$ cat config.mk
export PLATFORM = sky130hd
export DESIGN_NAME = page_hit_limiter
export DESIGN_NICKNAME = d
export VERILOG_FILES = /design/src/rtl/hl_pkg.sv /design/src/rtl/hl_bank_state.sv /design/src/rtl/hl_decide.sv /design/src/rtl/page_hit_limiter.sv
export SDC_FILE = /design/constraint.sdc
export NUM_CORES = 1
export LEC_CHECK = 0
export ABC_AREA = 1
export BUFFER_PORTS_ARGS = -buffer_cell sky130_fd_sc_hd__buf_4
export CAP_MARGIN = 20
export CORE_MARGIN = 5
export CORE_UTILIZATION = 48
export CTS_BUF_LIST = sky130_fd_sc_hd__clkbuf_4 sky130_fd_sc_hd__clkbuf_8 sky130_fd_sc_hd__clkbuf_16
export DETAILED_ROUTE_END_ITERATION = 8
export PLACE_DENSITY_LB_ADDON = 0.1
export SLEW_MARGIN = 20
export SYNTH_ARGS = -nofsm -noshare
export SYNTH_HDL_FRONTEND = slang
export SYNTH_SLANG_ARGS = --single-unit
$ cat constraint.sdc
create_clock -name clk -period 3.06 [get_ports clk]
set_clock_uncertainty 0.05 [all_clocks]
set_input_delay 0.459 -clock clk [delete_from_list [all_inputs] [get_ports clk]]
set_output_delay 0.459 -clock clk [all_outputs]
set_load 0.01 [all_outputs]
$ cat src/rtl/hl_pkg.sv
package hl_pkg;
   localparam int MAX_HITS = 7;
   localparam int CNT_W    = $clog2(MAX_HITS + 1);

   typedef enum logic [1:0] {
      THR_NONE  = 2'b00,
      THR_ONE   = 2'b01,
      THR_THREE = 2'b10,
      THR_SEVEN = 2'b11
   } thr_code_e;

   function automatic logic [CNT_W-1:0] budget_of(input logic [1:0] code);
      case (thr_code_e'(code))
         THR_NONE:  budget_of = CNT_W'(0);
         THR_ONE:   budget_of = CNT_W'(1);
         THR_THREE: budget_of = CNT_W'(3);
         default:   budget_of = CNT_W'(7);
      endcase
   endfunction
endpackage

$ cat src/rtl/hl_bank_state.sv
module hl_bank_state #(
   parameter int ROW_W = 14,
   parameter int CNT_W = 3
) (
   input  logic             clk,
   input  logic             rst_n,
   input  logic             clr,
   input  logic             wr_en,
   input  logic             wr_open,
   input  logic [ROW_W-1:0] wr_row,
   input  logic [CNT_W-1:0] wr_cnt,
   output logic             open_q,
   output logic [ROW_W-1:0] row_q,
   output logic [CNT_W-1:0] cnt_q
);
   always_ff @(posedge clk or negedge rst_n) begin
      if (!rst_n) begin
         open_q <= 1'b0;
         row_q  <= '0;
         cnt_q  <= '0;
      end else if (clr) begin
         open_q <= 1'b0;
         cnt_q  <= '0;
      end else if (wr_en) begin
         open_q <= wr_open;
         row_q  <= wr_row;
         cnt_q  <= wr_open ? wr_cnt : '0;
      end
   end

   // a disabled cycle leaves the bank closed
   assert_clear_on_disable_R8: assert property (@(posedge clk) disable iff (!rst_n)
      clr |=> (!open_q && cnt_q == '0));

   // a closed bank carries no hit count
   assert_closed_no_count_R4: assert property (@(posedge clk) disable iff (!rst_n)
      !open_q |-> cnt_q == '0);
endmodule

$ cat src/rtl/hl_decide.sv
module hl_decide
   import hl_pkg::*;
#(
   parameter int ROW_W      = 14,
   parameter bit SHIFT_DECODE = 1'b0
) (
   input  logic [1:0]       hit_code,
   input  logic             bank_open,
   input  logic [ROW_W-1:0] bank_row,
   input  logic [CNT_W-1:0] bank_cnt,
   input  logic [ROW_W-1:0] acc_row,
   input  logic             next_same,
   output logic             is_conflict,
   output logic             close_now,
   output logic [CNT_W-1:0] used_cnt
);
   logic [CNT_W-1:0] budget;
   logic             is_hit;

   generate
      if (SHIFT_DECODE) begin : g_shift
         assign budget = CNT_W'((1 << hit_code) - 1);
      end else begin : g_table
         assign budget = budget_of(hit_code);
      end
   endgenerate

   always_comb begin
      is_hit      = bank_open && (bank_row == acc_row);
      is_conflict = bank_open && (bank_row != acc_row);
      used_cnt    = is_hit ? bank_cnt + CNT_W'(1) : '0;
      close_now   = !next_same || (used_cnt >= budget);
   end
endmodule

$ cat src/rtl/page_hit_limiter.sv
module page_hit_limiter
   import hl_pkg::*;
#(
   parameter int NBANK        = 8,
   parameter int ROW_W        = 14,
   parameter bit SHIFT_DECODE = 1'b0,
   localparam int BANK_W      = $clog2(NBANK)
) (
   input  logic              clk,
   input  logic              rst_n,
   input  logic              chan_en,
   input  logic [1:0]        hit_code,
   input  logic              acc_valid,
   input  logic [BANK_W-1:0] acc_bank,
   input  logic [ROW_W-1:0]  acc_row,
   input  logic              next_same,
   output logic              autopre,
   output logic              conflict,
   output logic              blocked
);
   generate
      if (NBANK < 2 || (NBANK & (NBANK - 1)) != 0) begin : g_bad_nbank
         $error("NBANK must be a power of two of at least 2");
      end
      if (ROW_W < 1) begin : g_bad_row
         $error("ROW_W must be positive");
      end
   endgenerate

   logic             accept;
   logic             sel_open;
   logic [ROW_W-1:0] sel_row;
   logic [CNT_W-1:0] sel_cnt;
   logic             dec_conflict;
   logic             dec_close;
   logic [CNT_W-1:0] dec_used;

   logic [NBANK-1:0] b_open;
   logic [ROW_W-1:0] b_row [NBANK];
   logic [CNT_W-1:0] b_cnt [NBANK];

   assign accept = acc_valid && chan_en;

   genvar gi;
   generate
      for (gi = 0; gi < NBANK; gi++) begin : g_bank
         hl_bank_state #(.ROW_W(ROW_W), .CNT_W(CNT_W)) u_bank (
            .clk     (clk),
            .rst_n   (rst_n),
            .clr     (!chan_en),
            .wr_en   (accept && (acc_bank == BANK_W'(gi))),
            .wr_open (!dec_close),
            .wr_row  (acc_row),
            .wr_cnt  (dec_used),
            .open_q  (b_open[gi]),
            .row_q   (b_row[gi]),
            .cnt_q   (b_cnt[gi])
         );
      end
   endgenerate

   always_comb begin
      sel_open = b_open[acc_bank];
      sel_row  = b_row[acc_bank];
      sel_cnt  = b_cnt[acc_bank];
   end

   hl_decide #(.ROW_W(ROW_W), .SHIFT_DECODE(SHIFT_DECODE)) u_decide (
      .hit_code    (hit_code),
      .bank_open   (sel_open),
      .bank_row    (sel_row),
      .bank_cnt    (sel_cnt),
      .acc_row     (acc_row),
      .next_same   (next_same),
      .is_conflict (dec_conflict),
      .close_now   (dec_close),
      .used_cnt    (dec_used)
   );

   assign autopre  = accept && dec_close;
   assign conflict = accept && dec_conflict;
   assign blocked  = acc_valid && !chan_en;

   // zero budget closes every accepted access
   assert_code0_closes_R2: assert property (@(posedge clk) disable iff (!rst_n)
      (acc_valid && chan_en && hit_code == 2'b00) |-> autopre);

   // no follow-on hit closes the row
   assert_no_lookahead_closes_R3: assert property (@(posedge clk) disable iff (!rst_n)
      (acc_valid && chan_en && !next_same) |-> autopre);

   // a disabled channel blocks with other flags low
   assert_disabled_blocks_R7: assert property (@(posedge clk) disable iff (!rst_n)
      (acc_valid && !chan_en) |-> (blocked && !autopre && !conflict));

   // conflict and blocked never together
   assert_conflict_excl_R5: assert property (@(posedge clk) disable iff (!rst_n)
      $onehot0({blocked, conflict}));

   // after a disabled cycle no bank is open
   assert_all_closed_R8: assert property (@(posedge clk) disable iff (!rst_n)
      !chan_en |=> (b_open == '0));
endmodule

==> summary.md, run 1 <==
| Metric | Value |
|---|---|
| Number of distinct library cells after synthesis | `31` |
| Critical path peak fanout | `7` |
| Worst Hold Slack | `0.237 ns` |
| Buffers & Inverters on Critical Path | `7` |
| Top delay family on crit path | `buffers and inverters` |
| Layout Area Growth over Synthesis | `28.2%` |
| Dpl cells | `roughly 1300` |
| Skew-Pair Late Insertion Delay | `0.43 ns` |
| Reported leakage power | `4.77 nW` |
| Root buffer selected by CTS | `clkbuf_16` |
| Max-capacitance violation count | `0` |
| First-pass iteration count of the detailed router | `7` |
| Global placer's final weighted congestion | `0.892` |
| PwrDens | `between 500 and 600 nW/um^2` |
| Die area | `between 15000 and 20000 um^2` |
| Post-route ant nets | `0` |
| Final Cell Area | `9410 um^2` |
| Die height | `134 um` |
| Total placed instance area | `a little over 8000 um^2` |
| HP Class | `primary input to register` |
| Cells after synthesis | `between 900 and 1000` |
| Residual DRC count | `0` |
| Slew at the pin closest to its max-slew limit | `between 0.9 and 1 ns` |
| Number of clock buffers inserted by TritonCTS | `17` |
| H-tree levels | `4` |
| Sequential area share after synthesis | `0.491` |
| Mean instance size in the synthesized netlist | `7.38 um^2` |
| Via count | `between 6000 and 7000` |
| Grt ovf | `0` |
| Syn Std Cell Area | `roughly 7300 um^2` |
| Post-detailed-route via-to-cell ratio | `~5.3` |
| Fillers | `roughly 1400` |
| Final hold viol count | `0` |
| Worst max-slew margin expressed relative to the limit | `0.351` |
| Area of the core | `about 15000 um^2` |
| Pin count of the biggest net entering global routing | `62` |
| Detailed Route WL | `21.6 mm` |
| Startpoint type of the worst setup path | `primary input` |
| Setup repair after global routing missed its margin | `true` |
| Violations in the final reports | `negative setup slack` |
| Ant diodes | `0` |
| Total GRT Usage | `0.254` |
| Final period demand of the worst path | `3.25 ns` |
| Fraction of layout cells with a size suffix above 1 | `0.208` |
| 1st-iter DRT viols | `between 500 and 600` |
| Global-route wire length before repair | `~36 mm` |
| Synthesized net count | `a little over 1000` |
| Number of flip-flops and latches in the synthesized netlist | `144` |
| Via count of the first global-routing pass | `6751` |
| Required time reported for the critical path endpoint | `~2.6 ns` |
| Critical path capture point type | `output port` |
| I/O Buffers | `26` |
| Number of sinks driven by the clock tree | `approximately 140` |
| Starting Density | `0.487` |
| Row Count | `45` |
| Net count of the finished layout | `roughly 1100` |
| Number of antenna violations at the first check in global routing | `0` |
| Worst vdd ir | `~430 uV` |
| Slowest cell on crit path | `ha_4` |
| Synthesis Warnings | `0` |
| Worst EP arrival | `2.74 ns` |
| Die X | `about 130 um` |
| Max Root-Sink Buffers | `2` |
| Post-DP HPWL | `between 10 and 15 mm` |
| Post-CTS clock slew at the launch and capture registers of the worst setup and hold paths | `0.06 ns` |
| I/O pin count | `27` |
| Clock tree from TritonCTS | `built` |
| Result of the run | `complete, but fails checks` |
| Routed length per placed instance | `16.6 um` |
| Crit path kind | `primary input to output port` |
| Setup violation total in the final timing report | `26` |
| Non-filler instance count after layout | `approximately 1300` |
| Post-Route Setup TNS | `-2.19 ns` |
| Final worst path period share | `1.06` |
| Setup slack after layout | `-0.191 ns` |
| Largest stage delay, worst path | `about 0.29 ns` |
| Max Fclk | `just over 0.3 GHz` |
| Max-slew violation total from the final report | `0` |
| Chain of cells forming the critical path | `buf_12 -> inv_8 -> buf_12 -> nor2_4 -> buf_6 -> buf_4 -> a22oi_2 -> a41oi_2 -> ha_2 -> or2_4 -> nand2_2 -> nor2_4 -> ha_4 -> nand2_1 -> o2111ai_2 -> nand2_1 -> inv_2 -> buf_6` |
[Yosys cell counts]
master       n  area (um^2)
o21ai_0    126          631
nand3_1     68          340
clkinv_1     4         15.0
inv_1       49          184
o21ai_1      8         40.0
o22a_1       1         8.76
buf_2        8         40.0
o32ai_1      1         8.76
or2_2        2         12.5
nand2_1    442         1660
a41oi_1      1         8.76
nand3b_1     2         15.0
nand2_2      2         12.5
nand4_2      1         12.5
nor2_2       3         18.8
ha_1         4         50.1
a22oi_1      5         37.5
nand3_2      5         50.1
nor2_4       4         45.0
o2111ai_1    1         8.76
dfrtp_1    144         3600
nand4_1      6         37.5
a31oi_1      1         6.26
nor2_1      57          214
buf_4        6         45.0
inv_4        1         6.26
o22ai_1      6         37.5
a21oi_1      9         45.0
inv_2        3         11.3
clkbuf_1    19         71.3
buf_6        6         67.6
[final timing paths]
check	end	slack [ns]	startpoint	cells past startpoint
min in group asynchronous	g_bank[3].u_bank.row_q[12]	0.53	rst_n	2
max	autopre	-0.19	acc_bank[0]	18
max reg2reg	g_bank[0].u_bank.cnt_q[1]	-0.01	g_bank[5].u_bank.row_q[11]	22
min reg2reg	g_bank[5].u_bank.row_q[1]	0.43	g_bank[5].u_bank.row_q[1]	2
min	g_bank[6].u_bank.row_q[7]	0.24	acc_row[7]	3
max in group asynchronous	g_bank[3].u_bank.row_q[10]	1.54	rst_n	3
[layout by cell type (no fill, tap or decap), drive strengths merged, types with 9 or more instances in the layout]
master | netlist | layout
o21ai | 134 | 134
nand3 | 73 | 73
buf | 20 | 124
dfrtp | 144 | 144
nand2 | 444 | 444
clkinv | 4 | 11
a21oi | 9 | 9
inv | 53 | 55
clkbuf | 19 | 21
nor2 | 64 | 64
[tightest hold or removal path, cell delays in order]
cell and delay, ns:
buf_4 0.11, nand2_1 0.05, o21ai_0 0.06
[power breakdown]
part	leakage, nW	total, mW	internal, mW	switching [mW]
clock	0.297	2.11	1.27	0.839
combinational	2.62	1.05	0.448	0.603
sequential	1.85	2.40	2.22	0.181
total	4.77	5.56	3.94	1.62
[cell families after synthesis]
group                      count (synthesis)  share of synthesized area
and+or+nand+nor                          592                      0.329
AOI/OAI and AO/OA                        159                      0.113
adders and majority gates                  4                    0.00682
buffers and inverters                     96                     0.0600
DFF                                      144                      0.491
[area by class of cell]
class	instances	area, um^2	area share
clock buffer	20	467	0.0496
sequential	144	3600	0.383
tap	188	235	0.0250
clock inverter	12	131	0.0140
timing repair buffer	127	1160	0.123
inverter	57	231	0.0246
multi-input combinational	755	3580	0.381
[registers in the layout (all words and copies together), names as in the netlist]
signal and cells:
g_bank.u_bank.cnt_q 24, g_bank.u_bank.open_q 8, g_bank.u_bank.row_q 112
[stage by stage]
stage	util	total power [mW]	setup WS, ns
global placement	0.548	3.35	-0.387
detailed placement	0.548	3.37	-0.451
finish	0.624	5.56	-0.191
CTS	0.608	5.54	-0.225
global route	0.624	5.88	-0.309
floorplan	-	3.01	0.00397
[per-layer routing]
layer,part of all wire,vias up,GRT usage
met4,0.017,0,0.0754
met5,0,-,0
met2,0.47,224,0.402
met3,0.055,31,0.0495
met1,0.46,3224,0.358
li1,-,3421,-
[repair_timing]
item	CTS	global route
hold endpoints to repair	37	0
setup buffers	14	3
setup endpoints to repair	1	34
gates cloned	2	1
resized for setup	43	50
pin swaps	26	30
hold buffers	1	0
No activity file was read; power rests on OpenSTA's default activity.
==> run 2: changes to the inputs <==
--- a/config.mk
+++ b/config.mk
@@ -8,8 +8,10 @@
 export ABC_AREA = 1
 export BUFFER_PORTS_ARGS = -buffer_cell sky130_fd_sc_hd__buf_4
 export CAP_MARGIN = 20
+export CELL_PAD_IN_SITES_DETAIL_PLACEMENT = 0
+export CELL_PAD_IN_SITES_GLOBAL_PLACEMENT = 1
 export CORE_MARGIN = 5
-export CORE_UTILIZATION = 48
+export CORE_UTILIZATION = 41
 export CTS_BUF_LIST = sky130_fd_sc_hd__clkbuf_4 sky130_fd_sc_hd__clkbuf_8 sky130_fd_sc_hd__clkbuf_16
 export DETAILED_ROUTE_END_ITERATION = 8
 export PLACE_DENSITY_LB_ADDON = 0.1
==> summary.md, run 2 (same netlist as run 1, synthesis figures left out) <==
| Metric | Value |
|---|---|
| Violations in the final reports | `negative setup slack` |
| Starting Density | `0.413` |
| Most common cell after layout, fill and taps aside | `nand2_1` |
| Number of sinks driven by the clock tree | `roughly 140` |
| Via count | `6862` |
| HP Class | `primary input to register` |
| Chain of cells forming the critical path | `buf_8 -> buf_12 -> buf_12 -> buf_12 -> nand2_1 -> nand2_1 -> nand2_1 -> nand4_1 -> nand3_1 -> nand2_2 -> nor2_4 -> nand2_2 -> nor2_4 -> nand3_4 -> nor2_4 -> ha_4 -> a21oi_4 -> o2111ai_2 -> nand2_1 -> inv_2 -> buf_6` |
| Max-slew violation total from the final report | `0` |
| Grt ovf | `0` |
| Worst max-slew margin expressed relative to the limit | `0.463` |
| Buffers & Inverters on Critical Path | `6` |
| PwrDens | `roughly 600 nW/um^2` |
| Max Fclk | `between 0.3 and 0.4 GHz` |
| Required time reported for the critical path endpoint | `2.55 ns` |
| Number of flip-flops in the largest register | `roughly 110` |
| Residual DRC count | `0` |
| Pin count of the biggest net entering global routing | `~60` |
| I/O Buffers | `26` |
| Routed length per placed instance | `about 17 um` |
| Post-Route Setup TNS | `-0.193 ns` |
| Slew at the pin closest to its max-slew limit | `0.805 ns` |
| Number of clock buffers inserted by TritonCTS | `17` |
| Worst vdd ir | `395 uV` |
| Number of antenna violations at the first check in global routing | `0` |
| Critical path capture point type | `output port` |
| Post-route ant nets | `0` |
| CP dominant cell by count | `nand2_1` |
| Post-DP HPWL | `around 15 mm` |
| Commonest cells after routing, fill and taps aside | `nand2_1, dfrtp_1, o21ai_0, buf_4, nand3_1` |
| Ant diodes | `0` |
| Die height | `144 um` |
| Net count of the finished layout | `1136` |
| Setup repair after global routing missed its margin | `true` |
| Final Cell Area | `slightly below 10000 um^2` |
| Post-CTS clock slew at the launch and capture registers of the worst setup and hold paths | `approximately 0.060 ns` |
| H-tree levels | `4` |
| Max Root-Sink Buffers | `2` |
| I/O pin count | `27` |
| Detailed Route WL | `23.1 mm` |
| Total GRT Usage | `0.234` |
| Slowest cell on crit path | `ha_4` |
| Top delay family on crit path | `simple AND/OR/NAND/NOR gates` |
| Die X | `around 140 um` |
| Layout Area Growth over Synthesis | `31.2%` |
| Dpl cells | `1300` |
| Global-route wire length before repair | `37.2 mm` |
| Die area | `between 20000 and 25000 um^2` |
| Via count of the first global-routing pass | `around 6800` |
| Setup WS pre-CTS | `-0.472 ns` |
| Reported leakage power | `4.80 nW` |
| Global placer's final weighted congestion | `0.814` |
| Critical path peak fanout | `9` |
| Max-capacitance violation count | `0` |
| Final worst path period share | `1.06` |
| Setup violation total in the final timing report | `1` |
| Crit path kind | `primary input to output port` |
| Largest stage delay, worst path | `approximately 0.22 ns` |
| 1st-iter DRT viols | `440` |
| Worst EP arrival | `2.74 ns` |
| Setup slack after layout | `-0.193 ns` |
| Fraction of layout cells with a size suffix above 1 | `0.224` |
| Non-filler instance count after layout | `roughly 1400` |
| First-pass iteration count of the detailed router | `6` |
| Registers with the most flip-flops | `g_bank.u_bank.row_q (112), g_bank.u_bank.cnt_q (24), g_bank.u_bank.open_q (8)` |
| Total placed instance area | `8450 um^2` |
| Most flop-heavy register | `g_bank.u_bank.row_q` |
| Result of the run | `complete, but fails checks` |
| Area of the core | `17800 um^2` |
| Worst Hold Slack | `~0.23 ns` |
| Row Count | `49` |
| Skew-Pair Late Insertion Delay | `roughly 0.43 ns` |
| Post-detailed-route via-to-cell ratio | `5.08` |
| Startpoint type of the worst setup path | `primary input` |
| Root buffer selected by CTS | `clkbuf_16` |
| Clock tree from TritonCTS | `built` |
| Final hold viol count | `0` |
| Final period demand of the worst path | `between 3 and 4 ns` |
[run 2: changes by cell type in the layout (fill, tap and decap cells not counted), sizes merged]
cell      previous run  this run
bufbuf               1         0
clkinvlp             1         3
buf                124       130
bufinv               2         3
clkinv              11         9
[run 2: metal layers]
metal / GRT usage / up-vias / part of all wire
li1: - / 3427 / -
met1: 0.339 / 3238 / 0.47
met2: 0.362 / 171 / 0.46
met3: 0.0409 / 26 / 0.055
met4: 0.0629 / 0 / 0.016
met5: 0 / - / 0
[run 2: per-stage QoR]
stage	total power, mW	utilization
5_1_grt	6.03	0.542
6_report	5.71	0.542
3_3_place_gp	3.39	0.475
4_1_cts	5.69	0.523
3_5_place_dp	3.41	0.475
2_1_floorplan	3.01	-
[run 2: layout make-up]
| cell class | instances | area (um^2) |
|---|---|---|
| Fill cell | 1772 | 8140 |
| Multi-Input combinational cell | 755 | 3650 |
| Sequential cell | 144 | 3600 |
| Timing Repair Buffer | 133 | 1240 |
| Clock buffer | 19 | 453 |
| Tap cell | 229 | 287 |
| Inverter | 57 | 233 |
| Clock inverter | 13 | 175 |
[run 2: report_power, final]
group / switching, mW / leakage, nW / total, mW / internal [mW]
sequential: 0.174 / 1.85 / 2.39 / 2.22
combinational: 0.616 / 2.64 / 1.08 / 0.464
clock: 0.895 / 0.301 / 2.23 / 1.34
total: 1.69 / 4.80 / 5.71 / 4.02
[run 2: worst min-delay path, cell delays in order]
cell and delay [ns]:
buf_4 0.11, nand2_1 0.05, o21ai_0 0.06
[run 2: path summary, 6_finish.rpt]
kind	from	slack (ns)	end	cells after the start
setup / recovery	acc_bank[0]	-0.19	autopre	21
hold / removal	acc_row[13]	0.23	g_bank[0].u_bank.row_q[13]	3
setup reg to reg	g_bank[4].u_bank.row_q[1]	0.07	g_bank[2].u_bank.cnt_q[1]	24
hold reg to reg	g_bank[1].u_bank.cnt_q[1]	0.43	g_bank[1].u_bank.cnt_q[1]	2
max in group asynchronous	rst_n	1.61	g_bank[2].u_bank.row_q[3]	3
min in group asynchronous	rst_n	0.52	g_bank[1].u_bank.row_q[12]	2
[run 2: timing repair]
| item | 4_1_cts | 5_1_grt |
|---|---|---|
| gates resized for setup | 38 | 68 |
| cloned | 1 | 1 |
| endpoints found under the hold margin | 57 | 0 |
| endpoints found under the setup margin | 1 | 34 |
| hold buffers | 1 | 0 |
| pin swaps | 26 | 38 |
| buffers inserted | 6 | 11 |
==> run 3: changes to the inputs <==
--- a/config.mk
+++ b/config.mk
@@ -11,8 +11,8 @@
 export CELL_PAD_IN_SITES_DETAIL_PLACEMENT = 0
 export CELL_PAD_IN_SITES_GLOBAL_PLACEMENT = 1
 export CORE_MARGIN = 5
-export CORE_UTILIZATION = 41
-export CTS_BUF_LIST = sky130_fd_sc_hd__clkbuf_4 sky130_fd_sc_hd__clkbuf_8 sky130_fd_sc_hd__clkbuf_16
+export CORE_UTILIZATION = 43
+export CTS_BUF_LIST = sky130_fd_sc_hd__clkbuf_8
 export DETAILED_ROUTE_END_ITERATION = 8
 export PLACE_DENSITY_LB_ADDON = 0.1
 export SLEW_MARGIN = 20
==> summary.md, run 3 (same netlist as run 1, synthesis figures left out) <==
| Metric | Value |
|---|---|
| Result of the run | `complete, but fails checks` |
| Violations in the final reports | `negative setup slack` |
| Buffers & Inverters on Critical Path | `5` |
| Required time reported for the critical path endpoint | `2.55 ns` |
| Die X | `between 100 and 150 um` |
| Final worst path period share | `1.06` |
| Setup repair after global routing missed its margin | `true` |
| Layout Area Growth over Synthesis | `24.3%` |
| Worst max-slew margin expressed relative to the limit | `0.417` |
| Crit path launch | `acc_bank[0]` |
| Non-filler instance count after layout | `about 1300` |
| Worst reg2reg path endpoint | `g_bank[5].u_bank.cnt_q[0]` |
| Worst vdd ir | `around 350 uV` |
| Max-slew violation total from the final report | `0` |
| Slowest cell on crit path | `ha_2` |
| Slew at the pin closest to its max-slew limit | `slightly below 0.9 ns` |
| Fillers | `about 1600` |
| Reg-to-reg slack, setup | `around 0.2 ns` |
| Chain of cells forming the critical path | `buf_12 -> buf_12 -> nor2_4 -> buf_4 -> a22oi_2 -> nand2_1 -> nor2_2 -> a41oi_2 -> ha_2 -> or2_4 -> nand2_2 -> nor2_4 -> ha_4 -> a21oi_2 -> o2111ai_2 -> nand2_1 -> inv_2 -> buf_6` |
| I/O Buffers | `26` |
| Post-detailed-route via-to-cell ratio | `around 5.1` |
| Number of cells traversed by the worst register-to-register path | `18` |
| Max Fclk | `about 0.31 GHz` |
| Via count | `6768` |
| Fraction of layout cells with a size suffix above 1 | `0.184` |
| I/O pin count | `27` |
| Setup WS pre-CTS | `-0.541 ns` |
| Number of flip-flops in the largest register | `~110` |
| Root buffer selected by CTS | `clkbuf_8` |
| Largest stage delay, worst path | `0.22 ns` |
| Die area | `a little under 20000 um^2` |
| Crit path kind | `primary input to output port` |
| Setup slack after layout | `-0.179 ns` |
| WHS Path Cells | `3` |
| Final core utilization | `0.548` |
| Max Root-Sink Buffers | `2` |
| Area of the core | `approximately 17000 um^2` |
| Routed length per placed instance | `roughly 17 um` |
| Number of sinks driven by the clock tree | `approximately 140` |
| Ant diodes | `0` |
| RR Startpoint | `g_bank[4].u_bank.row_q[2]` |
| Die height | `approximately 140 um` |
| Max-capacitance violation count | `0` |
| Top delay family on crit path | `simple AND/OR/NAND/NOR gates` |
| Setup violation total in the final timing report | `1` |
| Number of antenna violations at the first check in global routing | `0` |
| Via count of the first global-routing pass | `between 6000 and 7000` |
| Total GRT Usage | `0.231` |
| Final hold viol count | `0` |
| Dpl cells | `between 1000 and 1500` |
| Post-CTS clock slew at the launch and capture registers of the worst setup and hold paths | `0.08 ns` |
| Post-route ant nets | `0` |
| Pin count of the biggest net entering global routing | `61` |
| Row Count | `47` |
| Critical path peak fanout | `8` |
| Post-DP HPWL | `roughly 15 mm` |
| Detailed Route WL | `between 20 and 25 mm` |
| Most common cell after layout, fill and taps aside | `nand2_1` |
| Critical path capture point type | `output port` |
| First-pass iteration count of the detailed router | `5` |
| Worst Hold Slack | `about 0.21 ns` |
| Number of clock buffers inserted by TritonCTS | `17` |
| PwrDens | `around 550 nW/um^2` |
| Grt ovf | `0` |
| Most flop-heavy register | `g_bank.u_bank.row_q` |
| Final period demand of the worst path | `between 3 and 4 ns` |
| Worst EP arrival | `between 2 and 3 ns` |
| Combined area of the multi-input logic cells | `~3500 um^2` |
| Sink of the worst hold path | `g_bank[6].u_bank.row_q[7]` |
| Global placer's final weighted congestion | `0.827` |
| Skew-Pair Late Insertion Delay | `about 0.46 ns` |
| Commonest cells after routing, fill and taps aside | `nand2_1, dfrtp_1, o21ai_0, buf_4, nand3_1` |
| Beginning of the worst hold path | `acc_row[7]` |
| Startpoint type of the worst setup path | `primary input` |
| Net count of the finished layout | `~1100` |
| H-tree levels | `4` |
| Global-route wire length before repair | `between 30 and 40 mm` |
| Residual DRC count | `0` |
| Storage element area | `~3600 um^2` |
| Reported leakage power | `4.61 nW` |
| 1st-iter DRT viols | `~530` |
| Clock tree from TritonCTS | `built` |
| Starting Density | `0.441` |
| Registers with the most flip-flops | `g_bank.u_bank.row_q (112), g_bank.u_bank.cnt_q (24), g_bank.u_bank.open_q (8)` |
| HP Class | `primary input to register` |
## run 3: what timing repair did
action | 4_1_cts | 5_1_grt
hold buffers | 1 | 0
endpoints found under the setup margin | 3 | 30
pin swaps | 24 | 25
endpoints found under the hold margin | 58 | 0
gates resized for setup | 39 | 21
buffers inserted | 8 | 3
## run 3: power breakdown
group | total (mW) | internal, mW | switching, mW
Clock | 1.65 | 0.882 | 0.770
Combinational | 1.01 | 0.423 | 0.589
Sequential | 2.39 | 2.22 | 0.176
## run 3: how the worst max path moves through the flow
stage	depth (start not counted)	to
after floorplan	16	autopre
after global placement	21	autopre
after detailed placement	20	autopre
after CTS	20	autopre
after global routing	20	autopre
final	18	autopre
## run 3: layer usage
metal | part of all wire | vias up | global-route usage
met5 | 0 | - | 0
met4 | 0.0085 | 0 | 0.0469
met3 | 0.053 | 11 | 0.0488
met2 | 0.44 | 164 | 0.349
met1 | 0.49 | 3182 | 0.344
li1 | - | 3411 | -
## run 3: per-stage QoR
stage | power (mW) | setup TNS, ns | instance area (um^2)
final | 5.06 | -0.179 | 9130
after global routing | 5.37 | -0.479 | 9130
after CTS | 5.07 | -0.245 | 9010
after detailed placement | 3.39 | -14.47 | 8380
after global placement | 3.37 | -13.92 | 8380
after floorplan | 3.01 | 0 | 7410
## run 3: cell type report
cell class	instances	area share
Tap cell	220	0.0302
Inverter	57	0.0263
Clock buffer	17	0.0256
Timing Repair Buffer	124	0.121
Clock inverter	14	0.0210
Sequential cell	144	0.395
Multi-Input combinational cell	755	0.381
## run 3: worst register-to-register path, stage by stage, from the launching register on
cell and delay [ns]:
dfrtp_1 0.38, a21oi_1 0.18, nand3_2 0.11, nand3_1 0.08, nand2_1 0.06, nor2_2 0.13
nand2_1 0.13, nor2_4 0.16, nand3_4 0.14, nor2_4 0.16, ha_4 0.21, nand3_1 0.09
o2111ai_2 0.13, buf_4 0.17, nor2_4 0.16, buf_4 0.15, buf_4 0.15, nand3_1 0.09
nand2_1 0.08
